$ cat src/rtl/sadc_pm_pkg.sv
package sadc_pm_pkg;
  typedef enum logic [1:0] {
    PM_NORMAL = 2'b00,
    PM_DOWN   = 2'b01,
    PM_WAKE   = 2'b10
  } pm_mode_e;
endpackage

$ cat src/rtl/sadc_edge_det.sv
module sadc_edge_det #(
  parameter int STAGES = 2,
  parameter bit IDLE   = 1'b1
) (
  input  logic clk,
  input  logic rst_n,
  input  logic async_i,
  output logic level_o,
  output logic rise_o,
  output logic fall_o
);
  logic [STAGES-1:0] chain;
  logic              prev;

  for (genvar i = 0; i < STAGES; i++) begin : g_sync
    if (i == 0) begin : g_first
      always_ff @(posedge clk or negedge rst_n)
        if (!rst_n) chain[0] <= IDLE;
        else        chain[0] <= async_i;
    end else begin : g_next
      always_ff @(posedge clk or negedge rst_n)
        if (!rst_n) chain[i] <= IDLE;
        else        chain[i] <= chain[i-1];
    end
  end

  always_ff @(posedge clk or negedge rst_n)
    if (!rst_n) prev <= IDLE;
    else        prev <= chain[STAGES-1];

  assign level_o = chain[STAGES-1];
  assign rise_o  = level_o & ~prev;
  assign fall_o  = ~level_o & prev;
endmodule

$ cat src/rtl/sadc_fall_counter.sv
module sadc_fall_counter #(
  parameter int FRAME_BITS = 16,
  parameter int CNT_W      = $clog2(FRAME_BITS + 1)
) (
  input  logic             clk,
  input  logic             rst_n,
  input  logic             start_i,
  input  logic             step_i,
  output logic [CNT_W-1:0] cnt_o
);
  localparam logic [CNT_W-1:0] TOP = CNT_W'(FRAME_BITS);

  always_ff @(posedge clk or negedge rst_n)
    if (!rst_n)                     cnt_o <= '0;
    else if (start_i)               cnt_o <= '0;
    else if (step_i && cnt_o < TOP) cnt_o <= cnt_o + 1'b1;


  cnt_saturate_chk: assert property (@(posedge clk) disable iff (!rst_n)
    cnt_o <= TOP);
endmodule

$ cat src/rtl/sadc_frame_tx.sv
module sadc_frame_tx #(
  parameter int FRAME_BITS = 16,
  parameter int RESULT_W   = 12,
  parameter int CNT_W      = $clog2(FRAME_BITS + 1)
) (
  input  logic                clk,
  input  logic                rst_n,
  input  logic                start_i,
  input  logic                stop_i,
  input  logic                cs_low_i,
  input  logic                sclk_fall_i,
  input  logic [CNT_W-1:0]    cnt_i,
  input  logic                frame_ok_i,
  input  logic [RESULT_W-1:0] sample_i,
  output logic                sdata_o,
  output logic                oe_o,
  output logic                valid_o
);
  localparam int PAD_W = FRAME_BITS - RESULT_W;
  localparam logic [CNT_W-1:0] LAST = CNT_W'(FRAME_BITS - 1);

  logic [FRAME_BITS-1:0] shreg;
  logic                  ok_q;

  always_ff @(posedge clk or negedge rst_n) begin
    if (!rst_n) begin
      shreg <= '0;
      oe_o  <= 1'b0;
      ok_q  <= 1'b0;
    end else if (start_i) begin
      shreg <= {{PAD_W{1'b0}}, sample_i};
      oe_o  <= 1'b1;
      ok_q  <= frame_ok_i;
    end else if (stop_i) begin
      oe_o  <= 1'b0;
    end else if (sclk_fall_i && cs_low_i && oe_o) begin
      shreg <= {shreg[FRAME_BITS-2:0], 1'b0};
      if (cnt_i == LAST) oe_o <= 1'b0;
    end
  end

  assign sdata_o = oe_o & shreg[FRAME_BITS-1];
  assign valid_o = oe_o & ok_q;


  oe_cs_high_chk: assert property (@(posedge clk) disable iff (!rst_n)
    (!cs_low_i && !stop_i) |-> !oe_o);

  oe_rise_start_chk: assert property (@(posedge clk) disable iff (!rst_n)
    $rose(oe_o) |-> $past(start_i));

  valid_needs_oe_chk: assert property (@(posedge clk) disable iff (!rst_n)
    valid_o |-> oe_o);
endmodule

$ cat src/rtl/sadc_pm_fsm.sv
module sadc_pm_fsm
  import sadc_pm_pkg::*;
#(
  parameter int FRAME_BITS = 16,
  parameter int PD_LO      = 2,
  parameter int PD_HI      = 10,
  parameter bit PWRON_DOWN = 1'b0,
  parameter int CNT_W      = $clog2(FRAME_BITS + 1)
) (
  input  logic             clk,
  input  logic             rst_n,
  input  logic             cs_fall_i,
  input  logic             cs_rise_i,
  input  logic             cs_low_i,
  input  logic             sclk_fall_i,
  input  logic             sclk_rise_i,
  input  logic [CNT_W-1:0] cnt_i,
  output pm_mode_e         mode_o,
  output logic             track_o
);
  localparam logic [CNT_W-1:0] LO_C   = CNT_W'(PD_LO);
  localparam logic [CNT_W-1:0] HI_C   = CNT_W'(PD_HI);
  localparam logic [CNT_W-1:0] LAST_C = CNT_W'(FRAME_BITS - 1);

  always_ff @(posedge clk or negedge rst_n) begin
    if (!rst_n) begin
      mode_o  <= PWRON_DOWN ? PM_DOWN : PM_NORMAL;
      track_o <= !PWRON_DOWN;
    end else if (cs_fall_i) begin
      if (mode_o == PM_DOWN) mode_o <= PM_WAKE;
    end else if (cs_rise_i) begin
      case (mode_o)
        PM_NORMAL:
          if (cnt_i >= LO_C && cnt_i < HI_C) begin
            mode_o  <= PM_DOWN;
            track_o <= 1'b0;
          end
        PM_WAKE:
          if (cnt_i < HI_C) begin
            mode_o  <= PM_DOWN;
            track_o <= 1'b0;
          end else begin
            mode_o  <= PM_NORMAL;
            track_o <= 1'b1;
          end
        default: ;
      endcase
    end else if (cs_low_i && mode_o == PM_WAKE) begin
      if (sclk_fall_i || sclk_rise_i) track_o <= 1'b1;
      if (sclk_fall_i && cnt_i == LAST_C) mode_o <= PM_NORMAL;
    end
  end


  no_direct_wake_chk: assert property (@(posedge clk) disable iff (!rst_n)
    (mode_o == PM_DOWN) |=> (mode_o != PM_NORMAL));

  track_rise_in_wake_chk: assert property (@(posedge clk) disable iff (!rst_n)
    $rose(track_o) |-> (mode_o == PM_WAKE || mode_o == PM_NORMAL));

  glitch_keep_normal_chk: assert property (@(posedge clk) disable iff (!rst_n)
    (mode_o == PM_NORMAL && cs_rise_i && cnt_i < LO_C) |=> (mode_o == PM_NORMAL));

  down_holds_chk: assert property (@(posedge clk) disable iff (!rst_n)
    (mode_o == PM_DOWN) |-> !track_o);
endmodule

$ cat src/rtl/sadc_pm_if.sv
module sadc_pm_if
  import sadc_pm_pkg::*;
#(
  parameter int FRAME_BITS  = 16,
  parameter int RESULT_W    = 12,
  parameter int PD_LO       = 2,
  parameter int PD_HI       = 10,
  parameter int SYNC_STAGES = 2,
  parameter bit PWRON_DOWN  = 1'b0
) (
  input  logic                clk,
  input  logic                rst_n,
  input  logic                cs_n_i,
  input  logic                sclk_i,
  input  logic [RESULT_W-1:0] sample_i,
  output logic                sdata_o,
  output logic                sdata_oe_o,
  output logic                data_valid_o,
  output logic [1:0]          mode_o,
  output logic                track_o
);
  localparam int CNT_W = $clog2(FRAME_BITS + 1);

  logic             cs_lvl, cs_rise, cs_fall;
  logic             sclk_lvl, sclk_rise, sclk_fall;
  logic [CNT_W-1:0] cnt;
  pm_mode_e         mode;
  logic             cs_low;

  sadc_edge_det #(.STAGES(SYNC_STAGES), .IDLE(1'b1)) cs_det_i (
    .clk(clk), .rst_n(rst_n), .async_i(cs_n_i),
    .level_o(cs_lvl), .rise_o(cs_rise), .fall_o(cs_fall));

  sadc_edge_det #(.STAGES(SYNC_STAGES), .IDLE(1'b1)) sclk_det_i (
    .clk(clk), .rst_n(rst_n), .async_i(sclk_i),
    .level_o(sclk_lvl), .rise_o(sclk_rise), .fall_o(sclk_fall));

  assign cs_low = ~cs_lvl;

  sadc_fall_counter #(.FRAME_BITS(FRAME_BITS), .CNT_W(CNT_W)) cnt_i (
    .clk(clk), .rst_n(rst_n), .start_i(cs_fall),
    .step_i(sclk_fall & cs_low), .cnt_o(cnt));

  sadc_pm_fsm #(.FRAME_BITS(FRAME_BITS), .PD_LO(PD_LO), .PD_HI(PD_HI),
                .PWRON_DOWN(PWRON_DOWN), .CNT_W(CNT_W)) fsm_i (
    .clk(clk), .rst_n(rst_n), .cs_fall_i(cs_fall), .cs_rise_i(cs_rise),
    .cs_low_i(cs_low), .sclk_fall_i(sclk_fall), .sclk_rise_i(sclk_rise),
    .cnt_i(cnt), .mode_o(mode), .track_o(track_o));

  sadc_frame_tx #(.FRAME_BITS(FRAME_BITS), .RESULT_W(RESULT_W), .CNT_W(CNT_W)) tx_i (
    .clk(clk), .rst_n(rst_n), .start_i(cs_fall), .stop_i(cs_rise),
    .cs_low_i(cs_low), .sclk_fall_i(sclk_fall), .cnt_i(cnt),
    .frame_ok_i(mode == PM_NORMAL), .sample_i(sample_i),
    .sdata_o(sdata_o), .oe_o(sdata_oe_o), .valid_o(data_valid_o));

  assign mode_o = mode;

  logic unused_lvl;
  assign unused_lvl = sclk_lvl;
endmodule

$ cat config.mk
export PLATFORM = sky130hd
export DESIGN_NAME = sadc_pm_if
export DESIGN_NICKNAME = d
export VERILOG_FILES = /design/src/rtl/sadc_pm_pkg.sv /design/src/rtl/sadc_edge_det.sv /design/src/rtl/sadc_fall_counter.sv /design/src/rtl/sadc_frame_tx.sv /design/src/rtl/sadc_pm_fsm.sv /design/src/rtl/sadc_pm_if.sv
export SDC_FILE = /design/constraint.sdc
export NUM_CORES = 1
export LEC_CHECK = 0
export ABC_AREA = 0
export BUFFER_PORTS_ARGS = -buffer_cell sky130_fd_sc_hd__buf_2
export CORE_MARGIN = 2
export CORE_UTILIZATION = 49
export DETAILED_ROUTE_END_ITERATION = 6
export GPL_TIMING_DRIVEN = 0
export PLACE_DENSITY = 0.69
export SYNTH_ARGS = -nofsm -noshare
export SYNTH_HDL_FRONTEND = slang
export SYNTH_HIERARCHICAL = 1
export SYNTH_SLANG_ARGS = --single-unit
$ cat constraint.sdc
create_clock -name clk -period 1.6 [get_ports clk]
set_input_delay 0.08 -clock clk [delete_from_list [all_inputs] [get_ports clk]]
set_output_delay 0.08 -clock clk [all_outputs]
set_load 0.02 [all_outputs]
-- After elaboration in Yosys (flattened, before gate mapping)
Index checks and enable logic that the tools add are counted.
- bits in registers: 32
- output and inout port bits: 6
- bitwise gates (word level): 12
- eq/ne operators: 9
- add/subtract/negate cells: 1
- reductions and logical operators: 20
- mux-type cells: 23
- magnitude comparators: 3
- operators by type and width (kind ; count):
    $mux 16 ; 3
    $mux 2 ; 6
    $reduce_bool 3->1 ; 4
    $mux 1 ; 10
    $mux 5 ; 2
    $reduce_and 5->1 ; 2
    $reduce_bool 2->1 ; 4
    $and 1x1->1 ; 7
    $logic_and 1x1->1 ; 6
    $add 5x1->5 const B ; 1
    $eq 5x4->1 const B ; 1
    $ge 5x2->1 const B ; 1
    $lt 5x4->1 const B ; 1
    $lt 5x5->1 const B ; 1
    $not 1->1 ; 5
    $ne 2x1->1 const B ; 2
    $ne 4x1->1 const B ; 1
    $ne 4x4->1 const B ; 1
    $pmux 2 s2 ; 1
    $reduce_and 2->1 ; 2
    $ne 3x1->1 const B ; 1
    $ne 3x3->1 const B ; 1
    $eq 2x1->1 const B ; 1
    $eq 2x2->1 const B ; 1
    other kinds (3) ; 3

-- Longest topological paths before layout
Gate-level depths: netlist of run 1.
- depth after elaboration: 7
- depth in mapped cells: 6
- depth with buffers taken out: 5

-- Hierarchy
The synthesis of run 1 kept the hierarchy.
- by module, submodules not included (module ; instances ; cells an instance ; area each (um^2) ; sequential area each (um^2)):
    sadc_frame_tx ; 1 ; 76 ; 829.5 ; 450.4
    sadc_fall_counter ; 1 ; 20 ; 231.5 ; 125.1
    sadc_edge_det ; 2 ; 5 ; 93.8 ; 78.8
    sadc_pm_fsm ; 1 ; 19 ; 183.9 ; 76.3
    sadc_pm_if ; 1 ; 3 ; 13.8 ; 0.0

-- Worst setup path before layout of run 1
No wires, ideal clock.
- path type: reg2reg
- from: register sclk_det_i.prev
- to: register cnt_i.cnt_o[3]
- slack: 0.023 ns
- arrival time: 1.500 ns
- clock period less this slack: 1.577 ns
- stages on the path, launching flop included: 6
- path through: dfstp_2 -> and2b_2 -> nor2b_1 -> nand2b_4 -> or3_1 -> a21oi_1
- longest elaborated chain between the ends: 4
- RTL lines (item ; line ; RTL):
    start: declaration ; sadc_edge_det.sv:13 ; logic prev;
    start signal: assignment ; sadc_edge_det.sv:29 ; else prev <= chain[STAGES-1];
    $and 1x1->1 ; sadc_edge_det.sv:33 ; assign fall_o = ~level_o & prev;
    net sclk_fall ; sadc_pm_if.sv:25 ; logic sclk_lvl, sclk_rise, sclk_fall;
    $and 1x1->1 ; sadc_pm_if.sv:42 ; .step_i(sclk_fall & cs_low), .cnt_o(cnt));
    $logic_and 1x1->1 ; sadc_fall_counter.sv:16 ; else if (step_i && cnt_o < TOP) cnt_o <= cnt_o + 1'b1;
    $reduce_bool 2->1 (no source line) ; -- ;
    end signal: assignment ; sadc_fall_counter.sv:16 ;
    end: declaration ; sadc_fall_counter.sv:9 ; output logic [CNT_W-1:0] cnt_o
The timed path passes the listed nets, and every way through them passes these cells.
A chain may end at the register's enable or synchronous reset.

-- Worst setup path in the final report of run 1
- from: register sclk_det_i.chain[1] (netlist: sclk_det_i/level_o)
- to: register tx_i.shreg[5]
- longest elaborated chain between the ends: 6
- RTL lines (item ; line ; RTL):
    start: declaration ; sadc_edge_det.sv:12 ; logic [STAGES-1:0] chain;
    start signal: indexed assignment ; sadc_edge_det.sv:23 ; else chain[i] <= chain[i-1];
    $not 1->1 ; sadc_edge_det.sv:33 ;
    $and 1x1->1 ; sadc_edge_det.sv:33 ;
    net sclk_fall ; sadc_pm_if.sv:25 ;
    $logic_and 1x1->1 (2 in series) ; sadc_frame_tx.sv:36 ; end else if (sclk_fall_i && cs_low_i && oe_o) begin
    $reduce_bool 2->1 (no source line) ; -- ;
    $reduce_and 2->1 (no source line) ; -- ;
    end signal: assignment ; sadc_frame_tx.sv:31 ; shreg <= {{PAD_W{1'b0}}, sample_i};
    end signal: assignment ; sadc_frame_tx.sv:37 ; shreg <= {shreg[FRAME_BITS-2:0], 1'b0};
    end: declaration ; sadc_frame_tx.sv:22 ; logic [FRAME_BITS-1:0] shreg;
The timed path passes the listed nets, and every way through them passes these cells.

==> results of run 1 <==
-- stage by stage --
step,cells,setup TNS [ns],cell area (sq um)
floorplan,128,0,1446
global placement,180,-0.5616,1590
detailed placement,180,-0.8268,1590
CTS,204,0,1817
global route,213,-0.6122,1912
finish,213,-0.02791,1912
-- power breakdown --
part	leakage (nW)	switching [mW]	internal (mW)
registers	0.394	0.0970	0.929
logic	0.542	0.218	0.209
clock network	0.0326	0.242	0.217
-- worst reg2reg max path, stage by stage (launching register included) --
cell and delay (ns):
dfstp_2 0.54, and2b_2 0.25, nand4b_1 0.11, buf_6 0.16
buf_4 0.12, mux2i_1 0.22, o21ai_0 0.11
-- cells by family (layout without fill, tap and decap cells) --
| logic type | count (synthesis) | count (layout) | synth area share |
|---|---|---|---|
| xor+xnor | 2 | 2 | 0.01211 |
| compound gates | 25 | 25 | 0.1038 |
| mux | 17 | 17 | 0.1185 |
| simple gates | 43 | 43 | 0.1592 |
| flops | 32 | 32 | 0.5597 |
| fa+ha+maj | 1 | 1 | 0.008649 |
| buf+inv | 8 | 62 | 0.03806 |
-- metal layers --
layer,vias up,wire (microns),global-route usage
met4,0,39,0.08306
met3,6,131,0.04835
met5,-,0,0
li1,549,-,-
met1,563,1253,0.2237
met2,44,1530,0.3034
-- repair_timing --
action | 4_1_cts | 5_1_grt
gates resized for setup | 3 | 5
setup buffers | 1 | 8
cloned | 0 | 1
hold buffers | 15 | 0
setup endpoints to repair | 11 | 12
pin swaps | 1 | 1
hold endpoints to repair | 39 | 0
-- registers in the layout, summed over array words and instances (netlist names) --
name and cells:
sclk_det_i/prev 1, sclk_det_i/chain 1, cs_det_i/prev 1, tx_i/oe_o 1, fsm_i/track_o 1, sclk_det_i/level_o 1, cnt_i/cnt_o 5, tx_i/ok_q 1
cs_det_i/chain 1, fsm_i/mode_o 2, cs_det_i/level_o 1, tx_i/shreg 16
-- Yosys cell counts, types with 2 or more instances --
cell type  instances  share of area
nor2b_1            3          0.013
a21oi_1            4          0.014
o21ai_0           10          0.035
and2b_2            2          0.012
dfrtp_1           25           0.43
dfstp_2            7           0.13
nand3b_1           2          0.010
clkbuf_1           2         0.0052
mux2i_1           16           0.11
inv_1              3         0.0078
nand4_1            2         0.0086
nand2_1           14          0.036
and2_1             2         0.0086
xor2_1             2          0.012
o21ai_1            5          0.017
nor2_1            10          0.026
-- worst paths after layout --
check | startpoint | to | slack (ns) | depth (start not counted)
min reg2reg | cs_det_i/chain[0]$_DFF_PN1_ | cs_det_i/level_o$_DFF_PN1_ | 0.36 | 0
max | sclk_det_i/level_o$_DFF_PN1_ | tx_i/shreg[5]$_DFFE_PN0P_ | -0.02 | 6
min | rst_n | cnt_i/cnt_o[2]$_DFFE_PN0P_ | 0.32 | 2
min in group clk | cs_det_i/chain[0]$_DFF_PN1_ | cs_det_i/level_o$_DFF_PN1_ | 0.36 | 0
max reg2reg | sclk_det_i/level_o$_DFF_PN1_ | tx_i/shreg[5]$_DFFE_PN0P_ | -0.02 | 6
max in group asynchronous | rst_n | tx_i/shreg[15]$_DFFE_PN0P_ | 0.84 | 2
-- final cells by class --
cell class | count | area (sq um)
fill | 212 | 869.6
sequential | 32 | 809.5
multi-input combinational | 88 | 600.6
timing repair buffer | 46 | 347.8
clock buffer | 8 | 58.81
buffer | 5 | 45.04
tap | 31 | 38.79
inverter | 3 | 11.26
-- cell usage in the layout (no fill, tap or decap), types with 2 or more instances in the layout --
| cell | netlist | layout |
|---|---|---|
| a21oi_1 | 4 | 4 |
| and2_1 | 2 | 2 |
| and2b_2 | 2 | 2 |
| buf_2 | 1 | 22 |
| buf_4 | 0 | 9 |
| clkbuf_1 | 2 | 2 |
| clkbuf_4 | 0 | 5 |
| dfrtp_1 | 25 | 25 |
| dfstp_2 | 7 | 7 |
| dlygate4sd3_1 | 0 | 15 |
| inv_1 | 3 | 3 |
| mux2i_1 | 16 | 15 |
| nand2_1 | 14 | 14 |
| nand3b_1 | 2 | 2 |
| nand4_1 | 2 | 2 |
| nor2_1 | 10 | 10 |
| nor2b_4 | 0 | 2 |
| o21ai_0 | 10 | 10 |
| o21ai_1 | 5 | 5 |
| xor2_1 | 2 | 2 |
==> metrics.md, run 1 <==
| Metric | Value |
|---|---|
| CP top delay family | flip-flops |
| Place WS | -0.09383 ns |
| GRT Total Usage | 0.1830 |
| Leak | 0.9686 nW |
| CTS max path bufs | 2 |
| Max Cap Viol | 0 |
| Height of the chip | 58.33 microns |
| CTS tree | yes |
| Final worst slack | -0.01932 ns |
| Port Buffers | 21 |
| Final ANT Viol Nets | 0 |
| Ys flop type | dfrtp_1 |
| Total chip power | 1.912 mW |
| Asr flop ratio synth | 1.000 |
| Yosys warns | 6 |
| I/O pins | 22 |
| Max stage delay cell, worst path | dfstp_2 |
| Worst-path cell chain | and2b_2 -> nand4b_1 -> buf_6 -> buf_4 -> mux2i_1 -> o21ai_0 |
| Hold Fails Final Rpt | 0 |
| Setup violators final | 2 |
| Synthesized flop and latch total | 32 |
| H-tree lvl count | 2 |
| First-pass GRT wire length | 4671 microns |
| HP Class | in2async |
| Area delta synth->final | 32.18% |
| Final Critical Period | 1.619 ns |
| Status | finished, violations left |
| Tcrit/Tclk final | 1.012 |
| Number of diodes | 0 |
| Worst-path clk slew | 0.09 ns |
| Max-slew headroom | 0.5530 |
| Post-synthesis sequential area ratio | 0.5597 |
| Required @ worst endpoint | 1.79 ns |
| Setup Skew | 0.005391 ns |
| Startpoint Class | register |
| Failing checks | negative setup slack |
| DRC | 0 |
| Via count | 1,162 |
| Maximum vdd drop | 0.7255 mV |
| CTS Root Cell | clkbuf_4 |
| Gate Count Post-Synth | 128 |
| Critical Path Max Stage Delay | 0.54 ns |
| Post-synth EDFFs | 0 |
| Router iterations before antenna repair | 5 |
| Crit Path Class | reg2reg |
| Number of global-route vias before repair | 1,111 |
| CTS Buf Count | 5 |
| Synth cell types | 35 |
| Final core utilization | 0.6874 |
| Avg Vias per Cell | 5.455 |
| WHS | 0.3247 ns |
| GP Congestion | 0.8026 |
| CP Buf/Inv Count | 2 |
| Endpoint class of the critical path | register |
| Worst-Margin Slew | 0.6705 ns |
| Achievable Freq | 617.5 MHz |
| Placed wire-length estimate | 1748 microns |
| Pwr Density | 1000 nW/um^2 |
| Synth Net Count | 145 |
| RSZ-0062 raised after global routing | yes |
| DIE WIDTH | 58.33 microns |
| Mapped Avg Cell Area | 11.30 sq um |
| Core area | 2781 sq um |
| CP Data Arrival Time | 1.81 ns |
| Crit Path Max Fanout | 7 |
| Die area | 3402 sq um |
| Synthesized area | 1446 sq um |
| Layout cells sized above 1 | 0.3132 |
| Clock sinks | 32 |
| Initial antenna violation count | 0 |
| Total wire length | 2956 microns |
| Max-slew violations | 0 |
| Largest net degree at the start of global routing | 33 |
| Overflow left after global routing | 0 |
| Initial core utilization | 0.5200 |
| Drt initial violations | 69 |
| Fin nets | 198 |
| Cell Rows | 19 |
| Insertion delay to the later sink of the worst-skew pair | 0.31 ns |
| Wirelength per Cell | 13.88 microns |
Note: power is estimated with default switching activity, not from simulation.
==> inputs of run 2 (changes only) <==
CORE_UTILIZATION = 52   (was 49)
CTS_BUF_LIST = sky130_fd_sc_hd__clkbuf_2   (was default)
PLACE_DENSITY = 0.73   (was 0.69)
==> run 2 against run 1 <==
Compared with the run above: the flow now finishes without violations; combinational power up 2%; global-route usage rose by 1.5 points; critical path depth is the same; register-to-register slack better by 0.03 ns; sequential power about the same.
==> metrics.md, run 2 (same netlist as run 1, synthesis figures left out) <==
| Metric | Value |
|---|---|
| Status | finished clean |
| WHS | 0.2461 ns (-0.07861 ns) |
| Net switching power | 0.5750 mW (+3.4%) |
| Most flop-heavy register | tx_i/shreg |
| Sequential share of power | 0.564 (+0.027) |
| Tcrit/Tclk final | 0.9942 (-0.01789) |
| Crit Path Max Fanout | 6 (-1) |
| Placed wire-length estimate | 1654 microns (-5.4%) |
| Router iterations before antenna repair | 4 (-1) |
| Commonest non-fill, non-tap cell in the layout | dfrtp_1 |
| DRC | 0 (unchanged) |
| Setup Skew | 0.02593 ns (+0.02054 ns) |
| Max-slew violations | 0 (unchanged) |
| CTS max path bufs | 2 (unchanged) |
| I/O pins | 22 (unchanged) |
| Max-slew headroom | 0.5536 (+0.0006470) |
| Core area | 2710 sq um (-2.6%) |
| H-tree lvl count | 2 (unchanged) |
| CTS Buf Count | 5 (unchanged) |
| Drt initial violations | 36 (-48%) |
| Leak | 0.9602 nW (-0.87%) |
| CP Data Arrival Time | 1.85 ns (+0.04 ns) |
| Dpl cells | 180 (unchanged) |
| Port Buffers | 21 (unchanged) |
| Place WS | -0.1214 ns (-0.02760 ns) |
| Via count | 1,134 (-2.4%) |
| Hold Fails Final Rpt | 0 (unchanged) |
| Cell Rows | 19 (unchanged) |
| Worst-Margin Slew | 0.6695 ns (-0.0009708 ns) |
| Int Power | 1.252 mW (-7.6%) |
| Final instance area | 1918 sq um (+0.33%) |
| Die area | 3219 sq um (-5.4%) |
| Insertion delay to the later sink of the worst-skew pair | 0.38 ns (+0.07 ns) |
| DIE WIDTH | 56.74 microns (-2.7%) |
| Initial antenna violation count | 0 (unchanged) |
| HP Class | in2async |
| First-pass GRT wire length | 4740 microns (+1.5%) |
| Largest register FFs | 16 (unchanged) |
| Height of the chip | 56.74 microns (-2.7%) |
| Final worst slack | 0.009297 ns (+0.02862 ns) |
| Pwr Density | 952.7 nW/um^2 (-4.7%) |
| Largest registers | tx_i/shreg x16, cnt_i/cnt_o x5, fsm_i/mode_o x2 |
| Post-Layout Cell Count | 210 (-1.4%) |
| Total chip power | 1.827 mW (-4.4%) |
| Clock sinks | 32 (unchanged) |
| Number of global-route vias before repair | 1,045 (-5.9%) |
| CTS Root Cell | clkbuf_2 |
| Final setup TNS | 0 ns (+0.02791 ns) |
| Largest net degree at the start of global routing | 33 (unchanged) |
| GRT Total Usage | 0.1980 (+0.01498) |
| Initial core utilization | 0.5337 (+0.01368) |
| Clock share of power | 0.199 (-0.041) |
| Avg Vias per Cell | 5.400 (-1.0%) |
| Crit Path Class | reg2reg |
| Maximum vdd drop | 0.6342 mV (-13%) |
| Fin nets | 195 (-1.5%) |
| Required @ worst endpoint | 1.86 ns (+0.07 ns) |
| Max Cap Viol | 0 (unchanged) |
| Switching Share | 0.3147 (+0.02367) |
| Final ANT Viol Nets | 0 (unchanged) |
| Achievable Freq | 628.7 MHz (+1.8%) |
| Wirelength per Cell | 13.80 microns (-0.60%) |
| Area delta synth->final | 32.61% |
| Final Critical Period | 1.591 ns (-0.02862 ns) |
| Layout cells sized above 1 | 0.3296 (+0.01642) |
| Final core utilization | 0.7078 (+0.02040) |
| Area after DPL | 1590 sq um (unchanged) |
| Most frequent cells in the layout | 25 x dfrtp_1, 21 x buf_2, 15 x dlygate4sd3_1, 14 x mux2i_1, 14 x nand2_1 |
| Worst-path clk slew | 0.17 ns (+0.08 ns) |
| GP Congestion | 0.7306 (-9.0%) |
| Total wire length | 2897 microns (-2.0%) |
| Number of diodes | 0 (unchanged) |
| Logic gate share of total power | 0.238 (+0.015) |
| Endpoint class of the critical path | register |
| CTS tree | yes |
| Setup violators final | 0 (-2) |
| Startpoint Class | register |
| Overflow left after global routing | 0 (unchanged) |
| RSZ-0062 raised after global routing | yes |
run 2: area by class of cell:
type	instances	area, sq um
Multi-Input combinational cell	88	634.4
Fill cell	212	792.0
Tap cell	31	38.79
Inverter	3	11.26
Timing Repair Buffer	43	337.8
Clock buffer	6	30.03
Sequential cell	32	809.5
Clock inverter	2	7.507
Buffer	5	48.80
run 2: per-layer routing:
layer,up-vias,GRT usage,share of wire
met2,31,0.3106,0.50
met5,-,0,0
met3,9,0.04839,0.048
met1,552,0.2553,0.42
met4,0,0.09967,0.029
li1,542,-,-
run 2: final timing paths:
path / start / to / slack (ns) / cells past startpoint
setup / recovery: cs_det_i/level_o$_DFF_PN1_ / tx_i/shreg[5]$_DFFE_PN0P_ / 0.009 / 6
setup reg to reg: cs_det_i/level_o$_DFF_PN1_ / tx_i/shreg[5]$_DFFE_PN0P_ / 0.009 / 6
hold / removal: rst_n / tx_i/shreg[9]$_DFFE_PN0P_ / 0.25 / 2
max in group asynchronous: rst_n / tx_i/shreg[0]$_DFFE_PN0P_ / 0.90 / 2
min in group clk: cs_n_i / cs_det_i/chain[0]$_DFF_PN1_ / 0.35 / 2
hold reg to reg: cs_det_i/chain[0]$_DFF_PN1_ / cs_det_i/level_o$_DFF_PN1_ / 0.37 / 0
run 2: timing repair:
action | 4_1_cts | 5_1_grt
hold buffers | 15 | 0
endpoints found under the setup margin | 11 | 18
buffers inserted | 1 | 5
cloned | 0 | 1
pin swaps | 0 | 3
gates resized for setup | 4 | 16
endpoints found under the hold margin | 39 | 0
run 2: critical path: stages, from the launching register on:
cell and delay (ns):
dfstp_2 0.60, nor2b_4 0.19, nand4b_1 0.14, buf_6 0.14, buf_12 0.13, mux2i_1 0.20, o21ai_1 0.08
run 2: power by group through the flow:
stage | registers, mW | clock network [mW] | logic (mW)
4_1_cts | 1.02 | 0.378 | 0.402
5_1_grt | 1.05 | 0.417 | 0.473
6_report | 1.03 | 0.363 | 0.434
3_5_place_dp | 1.03 | 0 | 0.368
2_1_floorplan | 1.06 | 0 | 0.216
3_3_place_gp | 1.02 | 0 | 0.354
